$ cat src/rtl/tmr_port_pkg.sv
package tmr_port_pkg;

  typedef enum logic [1:0] {
    ACC_LATCH = 2'd0,
    ACC_LO    = 2'd1,
    ACC_HI    = 2'd2,
    ACC_LOHI  = 2'd3
  } acc_e;

  localparam logic [1:0] SEL_READBACK = 2'd3;

  // Status byte: out, null, access, mode, bcd (MSB to LSB)
  function automatic logic [7:0] status_byte(input logic out_pin, input logic null_f,
                                             input logic [1:0] acc, input logic [2:0] mode,
                                             input logic bcd);
    return {out_pin, null_f, acc, mode, bcd};
  endfunction

  // Byte of a 16-bit word chosen by a high/low pointer
  function automatic logic [7:0] pick_byte(input logic [15:0] word, input logic hi);
    return hi ? word[15:8] : word[7:0];
  endfunction

  // Replace one byte of a 16-bit word
  function automatic logic [15:0] put_byte(input logic [15:0] word, input logic [7:0] b,
                                           input logic hi);
    return hi ? {b, word[7:0]} : {word[15:8], b};
  endfunction

endpackage

$ cat src/rtl/tmr_cw_decode.sv
module tmr_cw_decode
  import tmr_port_pkg::*;
#(
  parameter int NCH = 3
) (
  input  logic [1:0]     addr,
  input  logic           wr,
  input  logic           rd,
  input  logic [7:0]     wdata,
  output logic [NCH-1:0] prog,
  output logic [NCH-1:0] lat_cnt,
  output logic [NCH-1:0] lat_sts,
  output logic [NCH-1:0] data_wr,
  output logic [NCH-1:0] data_rd
);

  logic       ctrl_wr;
  logic [1:0] sel;
  logic [1:0] acc;

  assign ctrl_wr = wr && (addr == 2'd3);
  assign sel     = wdata[7:6];
  assign acc     = wdata[5:4];

  for (genvar i = 0; i < NCH; i++) begin : g_ch
    logic direct_hit;
    logic rb_hit;
    assign direct_hit = ctrl_wr && (sel == 2'(i));
    assign rb_hit     = ctrl_wr && (sel == SEL_READBACK) && wdata[1+i];
    assign prog[i]    = direct_hit && (acc != ACC_LATCH);
    assign lat_cnt[i] = (direct_hit && (acc == ACC_LATCH)) || (rb_hit && !wdata[5]);
    assign lat_sts[i] = rb_hit && !wdata[4];
    assign data_wr[i] = wr && (addr == 2'(i));
    assign data_rd[i] = rd && (addr == 2'(i));
  end

endmodule

$ cat src/rtl/tmr_chan_port.sv
module tmr_chan_port
  import tmr_port_pkg::*;
#(
  parameter int DW = 16
) (
  input  logic          clk,
  input  logic          rst_n,
  input  logic          prog,
  input  logic [2:0]    prog_mode,
  input  logic [1:0]    prog_acc,
  input  logic          prog_bcd,
  input  logic          lat_cnt,
  input  logic          lat_sts,
  input  logic          data_wr,
  input  logic [7:0]    wdata,
  input  logic          data_rd,
  input  logic [DW-1:0] live_cnt,
  input  logic          out_pin,
  output logic [DW-1:0] reload,
  output logic [2:0]    mode,
  output logic          bcd,
  output logic          load_stb,
  output logic [7:0]    rd_byte
);

  logic [1:0]    acc;
  logic          wr_hi;
  logic          rd_hi;
  logic          null_f;
  logic          cnt_lat;
  logic [DW-1:0] cnt_hold;
  logic          sts_lat;
  logic [7:0]    sts_hold;
  logic          load_now;
  logic          byte_hi;

  // which byte this data write touches and whether it completes the value
  always_comb begin
    load_now = 1'b0;
    byte_hi  = 1'b0;
    unique case (acc)
      ACC_LO:   begin byte_hi = 1'b0;  load_now = 1'b1;  end
      ACC_HI:   begin byte_hi = 1'b1;  load_now = 1'b1;  end
      ACC_LOHI: begin byte_hi = wr_hi; load_now = wr_hi; end
      default:  begin byte_hi = 1'b0;  load_now = 1'b0;  end
    endcase
  end

  always_ff @(posedge clk) begin
    if (!rst_n) begin
      acc      <= ACC_LATCH;
      mode     <= '0;
      bcd      <= 1'b0;
      reload   <= '0;
      wr_hi    <= 1'b0;
      rd_hi    <= 1'b0;
      null_f   <= 1'b0;
      cnt_lat  <= 1'b0;
      cnt_hold <= '0;
      sts_lat  <= 1'b0;
      sts_hold <= '0;
      load_stb <= 1'b0;
    end else begin
      load_stb <= 1'b0;
      if (prog) begin
        acc    <= prog_acc;
        mode   <= prog_mode;
        bcd    <= prog_bcd;
        wr_hi  <= 1'b0;
        rd_hi  <= 1'b0;
        null_f <= 1'b1;
      end
      if (lat_cnt && !cnt_lat) begin
        cnt_hold <= live_cnt;
        cnt_lat  <= 1'b1;
      end
      if (lat_sts && !sts_lat) begin
        sts_hold <= status_byte(out_pin, null_f, acc, mode, bcd);
        sts_lat  <= 1'b1;
      end
      if (data_wr && (acc != ACC_LATCH)) begin
        reload <= put_byte(reload, wdata, byte_hi);
        if (acc == ACC_LOHI) wr_hi <= !wr_hi;
        if (load_now) begin
          load_stb <= 1'b1;
          null_f   <= 1'b0;
        end
      end
      if (data_rd) begin
        if (sts_lat) begin
          sts_lat <= 1'b0;
        end else begin
          rd_hi <= !rd_hi;
          if (rd_hi && cnt_lat) cnt_lat <= 1'b0;
        end
      end
    end
  end

  assign rd_byte = sts_lat ? sts_hold : pick_byte(cnt_lat ? cnt_hold : live_cnt, rd_hi);


  load_cause_chk: assert property (@(posedge clk) disable iff (!rst_n)
    load_stb |-> $past(data_wr));

  wr_seq_mode_chk: assert property (@(posedge clk) disable iff (!rst_n)
    wr_hi |-> (acc == ACC_LOHI));

  latch_release_chk: assert property (@(posedge clk) disable iff (!rst_n)
    $fell(cnt_lat) |-> $past(data_rd && rd_hi && !sts_lat));

  latch_hold_chk: assert property (@(posedge clk) disable iff (!rst_n)
    (cnt_lat && $past(cnt_lat)) |-> $stable(cnt_hold));

  null_clear_chk: assert property (@(posedge clk) disable iff (!rst_n)
    load_stb |-> !null_f);

endmodule

$ cat src/rtl/tmr_port_if.sv
module tmr_port_if
  import tmr_port_pkg::*;
#(
  parameter int NCH = 3,
  parameter int DW  = 16
) (
  input  logic              clk,
  input  logic              rst_n,
  input  logic [1:0]        bus_addr,
  input  logic              bus_wr,
  input  logic              bus_rd,
  input  logic [7:0]        bus_wdata,
  output logic [7:0]        bus_rdata,
  input  logic [NCH*DW-1:0] live_count,
  input  logic [NCH-1:0]    chan_out,
  output logic [NCH*DW-1:0] reload_val,
  output logic [NCH*3-1:0]  op_mode,
  output logic [NCH-1:0]    bcd_mode,
  output logic [NCH-1:0]    load_stb
);

  logic [NCH-1:0] prog, lat_cnt, lat_sts, data_wr, data_rd;
  logic [7:0]     rd_bytes [NCH];
  logic [7:0]     rd_next;

  tmr_cw_decode #(.NCH(NCH)) u_dec (
    .addr(bus_addr), .wr(bus_wr), .rd(bus_rd), .wdata(bus_wdata),
    .prog(prog), .lat_cnt(lat_cnt), .lat_sts(lat_sts),
    .data_wr(data_wr), .data_rd(data_rd)
  );

  for (genvar i = 0; i < NCH; i++) begin : g_ch
    tmr_chan_port #(.DW(DW)) u_ch (
      .clk(clk), .rst_n(rst_n),
      .prog(prog[i]), .prog_mode(bus_wdata[3:1]), .prog_acc(bus_wdata[5:4]),
      .prog_bcd(bus_wdata[0]),
      .lat_cnt(lat_cnt[i]), .lat_sts(lat_sts[i]),
      .data_wr(data_wr[i]), .wdata(bus_wdata), .data_rd(data_rd[i]),
      .live_cnt(live_count[i*DW +: DW]), .out_pin(chan_out[i]),
      .reload(reload_val[i*DW +: DW]), .mode(op_mode[i*3 +: 3]),
      .bcd(bcd_mode[i]), .load_stb(load_stb[i]), .rd_byte(rd_bytes[i])
    );
  end

  always_comb begin
    rd_next = 8'h00;
    for (int i = 0; i < NCH; i++)
      if (bus_addr == 2'(i)) rd_next = rd_bytes[i];
  end

  always_ff @(posedge clk) begin
    if (!rst_n)      bus_rdata <= 8'h00;
    else if (bus_rd) bus_rdata <= rd_next;
  end


  ctrl_read_zero_chk: assert property (@(posedge clk) disable iff (!rst_n)
    (bus_rd && bus_addr == 2'd3) |=> (bus_rdata == 8'h00));

  rdata_hold_chk: assert property (@(posedge clk) disable iff (!rst_n)
    (!$past(bus_rd) && $past(rst_n)) |-> $stable(bus_rdata));

endmodule

$ cat config.mk
export PLATFORM = sky130hd
export DESIGN_NAME = tmr_port_if
export DESIGN_NICKNAME = d
export VERILOG_FILES = /design/src/rtl/tmr_port_pkg.sv /design/src/rtl/tmr_cw_decode.sv /design/src/rtl/tmr_chan_port.sv /design/src/rtl/tmr_port_if.sv
export SDC_FILE = /design/constraint.sdc
export NUM_CORES = 1
export LEC_CHECK = 0
export ABC_AREA = 1
export BUFFER_PORTS_ARGS = -buffer_cell sky130_fd_sc_hd__buf_2
export CAP_MARGIN = 10
export CORE_ASPECT_RATIO = 0.75
export CORE_UTILIZATION = 25
export DETAILED_ROUTE_END_ITERATION = 8
export PLACE_DENSITY = 0.54
export SLEW_MARGIN = 20
export SYNTH_ARGS = -nofsm -noshare
export SYNTH_HDL_FRONTEND = slang
export SYNTH_SLANG_ARGS = --single-unit
$ cat constraint.sdc
create_clock -name clk -period 1.9 [get_ports clk]
set_input_delay 0.19 -clock clk [delete_from_list [all_inputs] [get_ports clk]]
set_output_delay 0.19 -clock clk [all_outputs]
set_load 0.1 [all_outputs]
==> flow_summary_export.csv <==
group,metric,value,unit
detailed_routing,post-route-drc-count,0,
sta,final_critical_path_setup_slack,270.6,ps
floorplan,initial_utilization,0.2539,
worst_setup_path,worstSetupStartpoint,"g_ch[1].u_ch.acc[0]",
synthesis,synth.net_count,1286,
synthesis,ys_seq_elements,164,
detailed_routing,route.detailed.wl_per_inst,14.34,um
floorplan,die_width,207.7,um
finish,drive_gt1_frac,0.1703,
place,gpl.final_weighted_congestion,0.8042,
place,dpl_worst_slack,289.7,ps
clock_network,clock_sinks,164,
clock_network,post_cts.resized_instances,0,
finish,finalNetCount,1406,
worst_setup_path,critPathKind,"reg2reg",
sta,finalMaxSlewViolations,0,
floorplan,num_io_pins,136,
pwr,total_leakage_power,4.712,nW
worst_setup_path,cp.buffers_inverters,3,
run_status,run_status,"finished clean",
worst_setup_path,critical_path.endpoint,"g_ch[1].u_ch.reload[2]",
global_route,antenna_found_initial,0,
place,half_perimeter_wire_length_after_placement,17910,um
floorplan,core_area,31250,um^2
pwr,sw_frac_of_total,0.2682,
pwr,clkPwrFrac,0.471,
sta,slew_headroom,0.6499,
worst_setup_path,worstPathMaxFanout,13,
sta,tightestPinTransition,528.8,ps
clock_network,clk_pin_slew,70,ps
sta,finalCriticalPeriod,1629,ps
detailed_routing,drt_pre_antenna_iters,5,
worst_setup_path,critPathRequiredTime,2230,ps
pwr,power_switching,2.190,mW
global_route,grt_overflow_total,0,
worst_setup_path,path_depth,8,
worst_setup_path,crit_family,"buffers and inverters",
detailed_routing,routed-via-count,7842,
global_route,grt_first_pass_wirelength,39760,um
sta,minimum_hold_slack,41.23,ps
floorplan,fp.dieArea,32460,um^2
finish,areaGrowthSynthToFinish,22.71,%
floorplan,rows,56,
sta,setup_viol,0,
detailed_routing,vias_per_cell,4.479,
sta,grt_setup_unrepaired,"no",
sta,fin_worst_skew,13.98,ps
synthesis,post_synth.cell_area_avg,6.546,um^2
sta,post-route-period-util,0.8576,
place,buffer_ports.inserted,135,
clock_network,cts_setup_buffers,0,
global_route,gr-usage-all-layers,0.1560,
worst_setup_path,endpoint_kind,"flip-flop",
place,dp_cells,1718,
detailed_routing,violation_count_after_the_first_detailed_route_iteration,542,
sta,fmax,613.7,MHz
pwr,seqPwrFrac,0.429,
sta,setup_total_negative_slack,0,ps
sta,final_hold_viol_count,0,
worst_setup_path,cp_cell_sequence,"inv_1 -> ha_1 -> o21bai_2 -> nor2_1 -> buf_4 -> inv_1 -> nor2_1 -> nor2_1",
worst_setup_path,rrSetupSlack,270,ps
run,cap_violations,0,
global_route,first_global_vias,7211,
hold_path,min-delay-path-class,"in2reg",
worst_setup_path,timing.rr.end,"g_ch[1].u_ch.reload[2]",
finish,final_cell_count_no_fill,1751,
synthesis,postSynthCellCount,1212,
clock_network,root_buffer,"clkbuf_16",
worst_setup_path,crit_slowest_cell,"dfxtp_1",
clock_network,worst_skew_pair.late_latency,440,ps
pwr,peakVddDrop,607.0,uV
finish,nFillCells,3490,
worst_setup_path,critical-path-top-cell-by-count,"nor2_1",
synthesis,register_area_share_after_synthesis,0.4138,
worst_setup_path,r2r_cells,8,
finish,antennaDiodeCount,0,
worst_setup_path,crit_path_max_incr_delay,380,ps
clock_network,cts_tree,"yes",
pwr,combPwrFrac,0.100,
clock_network,cts_max_level,4,
worst_setup_path,crit_arrival,1960,ps
synthesis,netlist-cell-type-count,24,
synthesis,yosysWarningCount,0,
detailed_routing,total_length_of_routed_wires,25120,um
pwr,p_per_area,838.6,nW/um^2
synthesis,synthesis.area,7934,um^2
pwr,power_report.internal_total,5.974,mW
clock_network,clock_path_buffers,2,
floorplan,die_h,156.3,um
worst_setup_path,worstReg2RegStart,"g_ch[1].u_ch.acc[0]",
worst_setup_path,worst_setup_path_start_kind,"flip-flop",
global_route,grt_max_degree,56,
clock_network,numCtsBuffers,17,
detailed_routing,antenna_violating_nets_post_route,0,
## Yosys cell counts, drive strengths merged
master / instances / share of area
clkinv: 11 / 0.0052
inv: 107 / 0.051
nor2: 151 / 0.071
o21ai: 43 / 0.027
or2: 1 / 0.00079
dfxtp: 164 / 0.41
o21bai: 4 / 0.0047
nand2: 361 / 0.17
ha: 9 / 0.014
a21o: 1 / 0.00095
clkbuf: 24 / 0.011
buf: 53 / 0.041
nand3: 130 / 0.083
a21oi: 139 / 0.088
nor3: 1 / 0.0021
nand4: 13 / 0.015
## layout by cell type, fill, tap and decap left out, drive strengths merged, types with 4 or more instances in the layout
cell    instances
nand2         361
buf           177
dfxtp         164
nor2          151
a21oi         139
nand3         130
inv           112
o21ai          43
clkbuf         19
clkinv         14
nand4          13
ha              9
bufinv          4
o21bai          4
## logic make-up after synthesis
group / after synthesis / synth area share
AND/OR/NAND/NOR: 657 / 0.3436
buffers and inverters: 195 / 0.1079
AO/OA/AOI/OAI: 187 / 0.1205
flip-flops: 164 / 0.4138
adder cells (fa/ha/maj): 9 / 0.01419
## area by class of cell
class | instances | area [um^2] | area share
Tap cell | 406 | 508.0 | 0.05218
Clock buffer | 19 | 442.9 | 0.04550
Timing Repair Buffer | 178 | 1064 | 0.1092
Inverter | 118 | 442.9 | 0.04550
Multi-Input combinational cell | 853 | 3800 | 0.3903
Clock inverter | 13 | 195.2 | 0.02005
Sequential cell | 164 | 3283 | 0.3372
## power groups by stage
stage	sequential [mW]	combinational [mW]	clock, mW
after floorplan	3.70	0.407	0
after global placement	3.58	0.816	0
after detailed placement	3.58	0.818	0
after CTS	3.50	0.821	3.92
after global routing	3.51	0.901	4.07
final	3.50	0.816	3.85
## stage by stage
| step | util | total power, mW | cell area [um^2] |
|---|---|---|---|
| final | 0.3115 | 8.164 | 9736 |
| after global routing | 0.3115 | 8.472 | 9736 |
| after CTS | 0.3115 | 8.247 | 9736 |
| after detailed placement | 0.2908 | 4.399 | 9087 |
| after global placement | 0.2908 | 4.398 | 9087 |
| after floorplan | - | 4.103 | 7934 |
## what timing repair did
action | in CTS | in global routing
hold buffers | 1 | 0
setup endpoints to repair | 0 | 0
hold endpoints to repair | 1 | 0
## worst min-delay path by stage
stage                               endpoint  depth (start not counted)               start
finish              g_ch[1].u_ch.sts_hold[7]                          3         chan_out[1]
detailed placement  g_ch[0].u_ch.sts_hold[7]                          3         chan_out[0]
CTS                 g_ch[1].u_ch.sts_hold[7]                          3         chan_out[1]
floorplan           g_ch[0].u_ch.sts_hold[7]                          2         chan_out[0]
global placement          g_ch[1].u_ch.wr_hi                          1  g_ch[1].u_ch.wr_hi
global route        g_ch[2].u_ch.sts_hold[7]                          3         chan_out[2]
## routing by layer
layer	vias to the layer above	part of all wire	GRT usage	wire length [um]
met5	-	0	0	0
met4	0	0.0098	0.03810	246
met3	16	0.054	0.03371	1357
met2	196	0.42	0.2318	10610
met1	3555	0.51	0.2267	12910
li1	4075	-	-	-
## flip-flops by register name, indices dropped and copies added (netlist names)
register and count:
g_ch.u_ch.null_f 3, g_ch.u_ch.mode 9, g_ch.u_ch.load_stb 3, g_ch.u_ch.cnt_hold 48, g_ch.u_ch.cnt_lat 3, bus_rdata 8, g_ch.u_ch.reload 48, g_ch.u_ch.rd_hi 3
g_ch.u_ch.sts_lat 3, g_ch.u_ch.acc 6, g_ch.u_ch.wr_hi 3, g_ch.u_ch.bcd 3, g_ch.u_ch.sts_hold 24
## worst reg2reg max path, cell delays in order (launching register included)
cell and delay (ps):
dfxtp_1 380, inv_1 80, ha_1 190, o21bai_2 210, nor2_1 180, buf_4 220
inv_1 110, nor2_1 100, nor2_1 60
No activity file was read; power rests on OpenSTA's default activity.
